==> config.mk <==
export PLATFORM = sky130hd
export DESIGN_NAME = pred_stepper
export DESIGN_NICKNAME = d
export VERILOG_FILES = /design/src/rtl/pstep_pkg.sv /design/src/rtl/pstep_prio.sv /design/src/rtl/pstep_find.sv /design/src/rtl/pred_stepper.sv
export SDC_FILE = /design/constraint.sdc
export NUM_CORES = 1
export LEC_CHECK = 0
export ABC_AREA = 1
export BUFFER_PORTS_ARGS = -buffer_cell sky130_fd_sc_hd__buf_2
export CORE_UTILIZATION = 50
export CTS_BUF_LIST = sky130_fd_sc_hd__clkbuf_16
export DETAILED_ROUTE_END_ITERATION = 6
export HOLD_SLACK_MARGIN = 0.06
export PLACE_DENSITY = 0.68
export SYNTH_ARGS = -nofsm -noshare
export SYNTH_HDL_FRONTEND = slang
export SYNTH_SLANG_ARGS = --single-unit
export TNS_END_PERCENT = 100
==> constraint.sdc <==
create_clock -name clk -period 9.6 [get_ports clk]
set_clock_uncertainty 0.05 [all_clocks]
set_input_delay 2.88 -clock clk [delete_from_list [all_inputs] [get_ports clk]]
set_output_delay 2.88 -clock clk [all_outputs]
set_load 0.005 [all_outputs]
==> src/rtl/pstep_pkg.sv <==
package pstep_pkg;
   typedef enum logic [0:0] {
      PS_WAIT = 1'b0,
      PS_RUN  = 1'b1
   } pstep_state_t;

   localparam int unsigned PS_SIDES = 2;
   localparam int unsigned PS_SRC   = 0;
   localparam int unsigned PS_DST   = 1;
endpackage

==> src/rtl/pstep_prio.sv <==
module pstep_prio #(
   parameter int unsigned N  = 65,
   localparam int unsigned IW = (N > 1) ? $clog2(N) : 1
) (
   input  logic [N-1:0]  req,
   output logic [IW-1:0] idx
);
   // lowest set bit wins; caller guarantees at least one bit set
   always_comb begin
      idx = '0;
      for (int i = N - 1; i >= 0; i--) begin
         if (req[i]) idx = IW'(i);
      end
   end
endmodule

==> src/rtl/pstep_find.sv <==
module pstep_find #(
   parameter int unsigned W  = 64,
   localparam int unsigned LW = $clog2(W + 1)
) (
   input  logic [W-1:0]  mask,
   input  logic [LW-1:0] start,
   input  logic [LW-1:0] vl,
   input  logic          zero,
   output logic [LW-1:0] nxt
);
   logic [W:0]    cand;
   logic [LW-1:0] enc;

   for (genvar g = 0; g <= W; g++) begin : g_cand
      if (g < W) begin : g_lane
         assign cand[g] = (LW'(g) == vl) |
                          (mask[g] & (LW'(g) >= start) & (LW'(g) < vl));
      end else begin : g_top
         assign cand[g] = (LW'(g) == vl);
      end
   end

   pstep_prio #(.N(W + 1)) u_prio (
      .req (cand),
      .idx (enc)
   );

   always_comb begin
      if (zero) nxt = (start < vl) ? start : vl;
      else      nxt = enc;
   end
endmodule

==> src/rtl/pred_stepper.sv <==
module pred_stepper #(
   parameter int unsigned W  = 64,
   localparam int unsigned LW = $clog2(W + 1)
) (
   input  logic          clk,
   input  logic          rst_n,
   input  logic          mask_valid_i,
   output logic          mask_ready_o,
   input  logic [W-1:0]  src_mask_i,
   input  logic [W-1:0]  dst_mask_i,
   input  logic [LW-1:0] vl_i,
   input  logic          vec_mode_i,
   input  logic          src_zero_i,
   input  logic          dst_zero_i,
   input  logic          advance_i,
   output logic [LW-1:0] src_step_o,
   output logic [LW-1:0] dst_step_o,
   output logic          elem_valid_o,
   output logic          redecode_o,
   output logic          done_o
);
   import pstep_pkg::*;

   if (W < 2) begin : g_bad_width
      $error("pred_stepper: W must be at least 2");
   end

   pstep_state_t  state_q;
   logic [W-1:0]  smask_q, dmask_q;
   logic [LW-1:0] vl_q, src_q, dst_q;
   logic          vec_q, sz_q, dz_q;
   logic          redec_q, done_q;

   logic [LW-1:0] vl_in;
   logic [LW-1:0] f_vl;
   logic [W-1:0]  f_mask  [PS_SIDES];
   logic [LW-1:0] f_cur   [PS_SIDES];
   logic [LW-1:0] f_start [PS_SIDES];
   logic          f_zero  [PS_SIDES];
   logic [LW-1:0] f_next  [PS_SIDES];
   logic          all_end;
   logic          moved;

   assign vl_in = (vl_i > LW'(W)) ? LW'(W) : vl_i;

   // waiting: search from 0 over incoming masks; running: search above current
   always_comb begin
      if (state_q == PS_WAIT) begin
         f_vl             = vl_in;
         f_mask[PS_SRC]   = src_mask_i;
         f_mask[PS_DST]   = dst_mask_i;
         f_zero[PS_SRC]   = src_zero_i;
         f_zero[PS_DST]   = dst_zero_i;
      end else begin
         f_vl             = vl_q;
         f_mask[PS_SRC]   = smask_q;
         f_mask[PS_DST]   = dmask_q;
         f_zero[PS_SRC]   = sz_q;
         f_zero[PS_DST]   = dz_q;
      end
      f_cur[PS_SRC] = src_q;
      f_cur[PS_DST] = dst_q;
   end

   for (genvar s = 0; s < PS_SIDES; s++) begin : g_side
      always_comb begin
         if (state_q == PS_WAIT)      f_start[s] = '0;
         else if (f_cur[s] >= f_vl)   f_start[s] = f_vl;
         else                         f_start[s] = f_cur[s] + LW'(1);
      end

      pstep_find #(.W(W)) u_find (
         .mask  (f_mask[s]),
         .start (f_start[s]),
         .vl    (f_vl),
         .zero  (f_zero[s]),
         .nxt   (f_next[s])
      );
   end

   assign all_end = (f_next[PS_SRC] == f_vl) && (f_next[PS_DST] == f_vl);
   assign moved   = (f_next[PS_SRC] != src_q) || (f_next[PS_DST] != dst_q);

   always_ff @(posedge clk or negedge rst_n) begin
      if (!rst_n) begin
         state_q <= PS_WAIT;
         smask_q <= '0;
         dmask_q <= '0;
         vl_q    <= '0;
         vec_q   <= 1'b0;
         sz_q    <= 1'b0;
         dz_q    <= 1'b0;
         src_q   <= '0;
         dst_q   <= '0;
         redec_q <= 1'b0;
         done_q  <= 1'b0;
      end else begin
         redec_q <= 1'b0;
         done_q  <= 1'b0;
         unique case (state_q)
            PS_WAIT: begin
               if (mask_valid_i) begin
                  smask_q <= src_mask_i;
                  dmask_q <= dst_mask_i;
                  vl_q    <= vl_in;
                  vec_q   <= vec_mode_i;
                  sz_q    <= src_zero_i;
                  dz_q    <= dst_zero_i;
                  if (!vec_mode_i) begin
                     src_q   <= '0;
                     dst_q   <= '0;
                     state_q <= PS_RUN;
                  end else if (all_end) begin
                     done_q  <= 1'b1;
                  end else begin
                     src_q   <= f_next[PS_SRC];
                     dst_q   <= f_next[PS_DST];
                     redec_q <= moved;
                     state_q <= PS_RUN;
                  end
               end
            end
            PS_RUN: begin
               if (advance_i) begin
                  if (!vec_q || all_end) begin
                     done_q  <= 1'b1;
                     src_q   <= '0;
                     dst_q   <= '0;
                     state_q <= PS_WAIT;
                  end else begin
                     src_q   <= f_next[PS_SRC];
                     dst_q   <= f_next[PS_DST];
                     redec_q <= moved;
                  end
               end
            end
            default: state_q <= PS_WAIT;
         endcase
      end
   end

   assign mask_ready_o = (state_q == PS_WAIT);
   assign elem_valid_o = (state_q == PS_RUN);
   assign src_step_o   = src_q;
   assign dst_step_o   = dst_q;
   assign redecode_o   = redec_q;
   assign done_o       = done_q;
endmodule

==> impl_metrics.yaml, run 1 <==
setup_path:
  crit_path_start_kind: "input pin"
  reg2reg_slack_ns: 1.66
  crit_family: "simple AND/OR/NAND/NOR gates"
  critPathMaxFanout: 7
  crit_path_end_kind: "flop"
  cp.arrival_ns: 9.58
  crit_top_cell: "nand2_1"
  cpPeakStageDelay_ns: 0.38
  crit_type: "input pin to flop"
  crit_slowest_cell: "ha_1"
  crit_buf_inv: 10
  crit_required_ns: 9.92
logic_synthesis:
  synth_top_cell_by_area: "dfrtp_1"
  postSynthCellCount: 2328
  yosysSeqAreaShare_pct: 27.4
  synth.top_cell.area_share_pct: 27.4
  async_flop_share_pct: 100
  ys_seq_elements: 155
  synth_area_leaders: "dfrtp_1 27%, nand2_1 17%, o21ai_0 10%, inv_1 8.9%, nor2_1 6.9%"
  synth_edf_count: 0
  synthDistinctLibCells: 60
  synth_nets: 2498
  synth_warnings: 0
  synth_ff_type: "dfrtp_1"
  syn_area_mm2: 0.0142
  syn_area_per_cell_um2: 6.09
layout:
  nets: 2761
  most-common-layout-cells: "621 x nand2_1, 337 x inv_1, 284 x o21ai_0"
  fillers: 2637
  area_delta_synth_final_pct: 22.2
  drive_gt1_share_pct: 19.9
  final_common_cell: "nand2_1"
  antenna_cells_inserted: 0
floorplan:
  fp.dieH_um: 170
  core_mm2: 0.0279
  fp-row-count: 61
  fp.dieArea_mm2: 0.0290
  io_pins: 160
  initial_core_util_pct: 50.9
  die_width_um: 170
sta:
  relSlewSlack_pct: 21.3
  fin_ws_ns: 0.347
  tightest_slew_ns: 1.17
  min_period_ns: 9.25
  hold_viol_final: 0
  maxSlewViolCount: 0
  final-setup-viol-count: 0
  timing.final.crit_share_pct: 96.4
  max_freq_ghz: 0.108
placed_design:
  dp_hpwl_um: 47300
  port_buffers: 159
  dp_slack_ns: -0.134
  gp_congestion: 1.09
clock_tree:
  clock_sinks: 155
  root_buffer: "clkbuf_16"
  cts.reportedPaths.clkPinSlew_ns: 0.06
  cts_tree: "yes"
  numCtsBuffers: 17
  holdBufCountCts: 0
  clockBufferDepth: 2
  insertion_delay_ns: 0.46
  htree_num_levels: 4
route:
  antenna_left: 0
  drtIter0Drc: 1946
  drcViolationCount: 4
  dr.pass1.iters: 7
  wl_um: 61900
  vias: 17300
  wire_per_inst_um: 20.7
  viasPerCell: 5.80
global_route:
  antenna_found_initial: 0
  grt_start_max_net_pins: 135
  grt_pass1_wl_um: 89500
  grt_pass1_vias: 15600
  gr-total-overflow: 0
  grt_usage_pct: 41.4
run_status:
  status: "finished with violations"
  violations: "design-rule violations"
worst_hold_path:
  min_path_type: "flop to flop"
job:
  drv_cap: 0
state kept, by name, summed over array words and instances, names as in the netlist, 7 cells and up:
| register | cells |
|---|---|
| dst_step_o | 7 |
| smask_q | 64 |
| dmask_q | 64 |
| src_step_o | 7 |
| vl_q | 7 |
synth_stat cells, drive strengths merged (2+ instances only):
master / number
nor3b: 3
dfrtp: 155
o22ai: 6
ha: 28
xor2: 10
nand3: 69
nor4: 5
o21bai: 5
inv: 370
xnor2: 3
nand2: 666
a2111oi: 10
clkinv: 6
nor3: 16
nor2: 277
nand4: 22
a31o: 2
clkbuf: 44
o21ai: 311
a211oi: 43
or2: 3
o211ai: 18
a31oi: 35
buf: 43
o31a: 5
a21oi: 144
o2111ai: 14
cells by family (layout without fill, tap and decap cells):
logic type,after synthesis,count (layout),synth area share [%]
AOI/OAI and AO/OA,607,607,25.1
adders and majority gates,28,28,2.47
DFF,155,155,27.4
and+or+nand+nor,1062,1066,31.2
buffers and inverters,463,735,13.0
xor gates and xnor gates,13,13,0.804
routing by layer:
metal	track usage [%]	vias up	routed length [um]	share of wire [%]
met3	10.2	248	5940	9.6
met5	0	-	0	0
li1	-	8086	-	-
met1	52.8	7990	25100	41
met2	63.9	975	26900	43
met4	23.3	0	3930	6.3
path summary, 6_finish.rpt:
kind,start,end,cells after the start
hold / removal,smask_q[38],smask_q[38],2
setup reg to reg,elem_valid_o,dst_step_o[4],48
min in group asynchronous,rst_n,vl_q[3],1
setup / recovery,vl_i[6],dst_step_o[4],50
hold reg to reg,smask_q[38],smask_q[38],2
max in group asynchronous,rst_n,smask_q[28],2
what timing repair did:
action                                  in CTS  in global routing
endpoints found under the setup margin       0                 17
resized for setup                            0                 86
buffers inserted                             0                 17
worst reg2reg max path, delay by kind of cell (launching register included):
kind,cells,cell delay (ns)
AO/OA/AOI/OAI,16,2.36
adder cells (fa/ha/maj),1,0.32
buffers and inverters,9,1.95
flip-flops,1,0.50
AND/OR/NAND/NOR,22,2.69
layout make-up:
type                       instances  area (um2)  area share, %
multi-input combinational       1714        8820           51.0
sequential                       155        3880           22.4
clock buffer                      17         425           2.46
clock inverter                    15         196           1.13
tap                              378         473           2.73
inverter                         376        1430           8.27
timing repair buffer             327        2080           12.0
through the flow:
step	TNS [ns]	cell area, um2	cells	util, %	hold WS, ns
3_5_place_dp	-1.58	16200	2931	58.0	0.409
3_3_place_gp	-0.779	16200	2931	58.0	0.404
4_1_cts	0	16800	2963	60.3	0.425
2_1_floorplan	0	14200	2328	-	0.392
5_1_grt	-2.01	17300	2982	62.1	0.441
6_report	0	17300	2982	62.1	0.423
Power of run 1 is left out: the tool's default activity adds up to more than one toggle a clock period on the data nets, which glitch-free logic cannot reach.
==> run 2, diff against run 1 <==
--- a/config.mk
+++ b/config.mk
@@ -10,6 +10,7 @@
 export CORE_UTILIZATION = 50
 export CTS_BUF_LIST = sky130_fd_sc_hd__clkbuf_16
 export DETAILED_ROUTE_END_ITERATION = 6
+export GPL_TIMING_DRIVEN = 0
 export HOLD_SLACK_MARGIN = 0.06
 export PLACE_DENSITY = 0.68
 export SYNTH_ARGS = -nofsm -noshare
==> constraint.sdc (replaced) <==
create_clock -name clk -period 10.5 [get_ports clk]
set_clock_uncertainty 0.05 [all_clocks]
set_input_delay 3.15 -clock clk [delete_from_list [all_inputs] [get_ports clk]]
set_output_delay 3.15 -clock clk [all_outputs]
set_load 0.005 [all_outputs]
==> run 2 against run 1 <==
Effect of this change:
- the run still ends with design-rule violations left
- hold slack better by 0.013 ns
- non-clock buffer count decreased by 45
- final cell count down 1.6%
- clock-buffer cell count did not move
- final area is 4.8% lower
- die area stayed put
- critical path depth shrank 13
- largest cell class unchanged
==> impl_metrics.yaml, run 2 (synthesis gave the netlist of run 1 again) <==
run_status:
  status: "finished with violations"
  violations: "design-rule violations"
sta:
  relSlewSlack_pct: 9.00
  whs_ns: 0.436
  maxSlewViolCount: 0
  timing.final.crit_share_pct: 99.1
  final-setup-viol-count: 0
  min_period_ns: 10.41
  max_freq_ghz: 0.0961
  tns_ns: 0
  tightest_slew_ns: 1.36
  hold_viol_final: 0
global_route:
  grt_usage_pct: 49.3
  grt_pass1_wl_um: 102000
  gr-total-overflow: 0
  grt_pass1_vias: 16300
  antenna_found_initial: 2
  grt_start_max_net_pins: 84
floorplan:
  fp.dieArea_mm2: 0.0290
  fp.dieH_um: 170
  die_width_um: 170
  core_mm2: 0.0279
  io_pins: 160
  fp-row-count: 61
  initial_core_util_pct: 50.9
clock_tree:
  cts_tree: "yes"
  insertion_delay_ns: 0.47
  root_buffer: "clkbuf_16"
  clockBufferDepth: 2
  htree_num_levels: 4
  clock_sinks: 155
  numCtsBuffers: 17
  cts.reportedPaths.clkPinSlew_ns: 0.06
layout:
  most-common-layout-cells: "641 x nand2_1, 338 x inv_1, 284 x o21ai_0"
  drive_gt1_share_pct: 15.2
  regArea_mm2: 0.00388
  finalInstanceArea_mm2: 0.0165
  nets: 2712
  fillers: 2685
  area_delta_synth_final_pct: 16.4
  multiInputGateArea_mm2: 0.00860
  top_regs: "dmask_q x64, smask_q x64"
  antenna_cells_inserted: 0
  final_common_cell: "nand2_1"
setup_path:
  crit_path_end_kind: "flop"
  crit_type: "input pin to flop"
  reg2reg_slack_ns: 2.32
  crit_slowest_cell: "nor2_1"
  crit_top_cell: "a21oi_1"
  critPathMaxFanout: 10
  crit_path_start_kind: "input pin"
  cpPeakStageDelay_ns: 0.73
  crit_required_ns: 10.83
  cp.arrival_ns: 10.73
worst_hold_path:
  min_path_type: "flop to flop"
placed_design:
  dpl_cell_area_mm2: 0.0155
  gp_congestion: 1.12
  dp_hpwl_um: 54700
  port_buffers: 159
route:
  drtIter0Drc: 2350
  vias: 17900
  viasPerCell: 6.10
  wl_um: 72100
  drcViolationCount: 1
  wire_per_inst_um: 24.6
  dr.pass1.iters: 7
  antenna_left: 0
job:
  drv_cap: 0
## run 2: stage by stage
| step | setup slack, ns | util, % | std cells |
|---|---|---|---|
| after floorplan | 1.75 | - | 2328 |
| after global placement | -0.445 | 55.4 | 2865 |
| final | 0.0949 | 59.2 | 2933 |
| after global routing | -0.117 | 59.2 | 2933 |
| after detailed placement | -0.616 | 55.5 | 2866 |
| after CTS | 0.0495 | 57.6 | 2898 |
## run 2: layout make-up
cell class / count / area share, %
buffer: 87 / 2.77
inverter: 376 / 8.67
tap: 378 / 2.87
clock inverter: 15 / 0.827
multi-input combinational: 1710 / 52.1
sequential: 155 / 23.5
clock buffer: 17 / 2.58
timing repair buffer: 195 / 6.62
## run 2: critical path: cells and delay by family
kind            cells  cell delay [ns]
compound gates     18             3.42
simple gates       13             2.80
buf+inv             6             1.31
## run 2: worst paths after layout
path | from | end | depth (start not counted)
setup / recovery | vl_i[0] | dst_step_o[4] | 37
setup reg to reg | elem_valid_o | dst_step_o[4] | 44
hold / removal | smask_q[36] | smask_q[36] | 2
hold reg to reg | smask_q[36] | smask_q[36] | 2
max in group asynchronous | rst_n | smask_q[26] | 2
min in group asynchronous | rst_n | vec_q | 1
## run 2: routing by layer
metal	wire (um)	GRT usage, %	up-vias
met5	13	0	-
met4	6720	40.9	2
met3	8860	13.1	328
met2	29900	72.7	1296
met1	26700	60.0	8271
li1	-	-	7982
## run 2: what timing repair did
action,in CTS,in global routing
gates cloned,0,1
hold buffers,0,0
setup endpoints to repair,14,17
pin swaps,0,18
gates resized for setup,2,53
setup buffers,0,34
Power of run 2 is left out for the same reason.
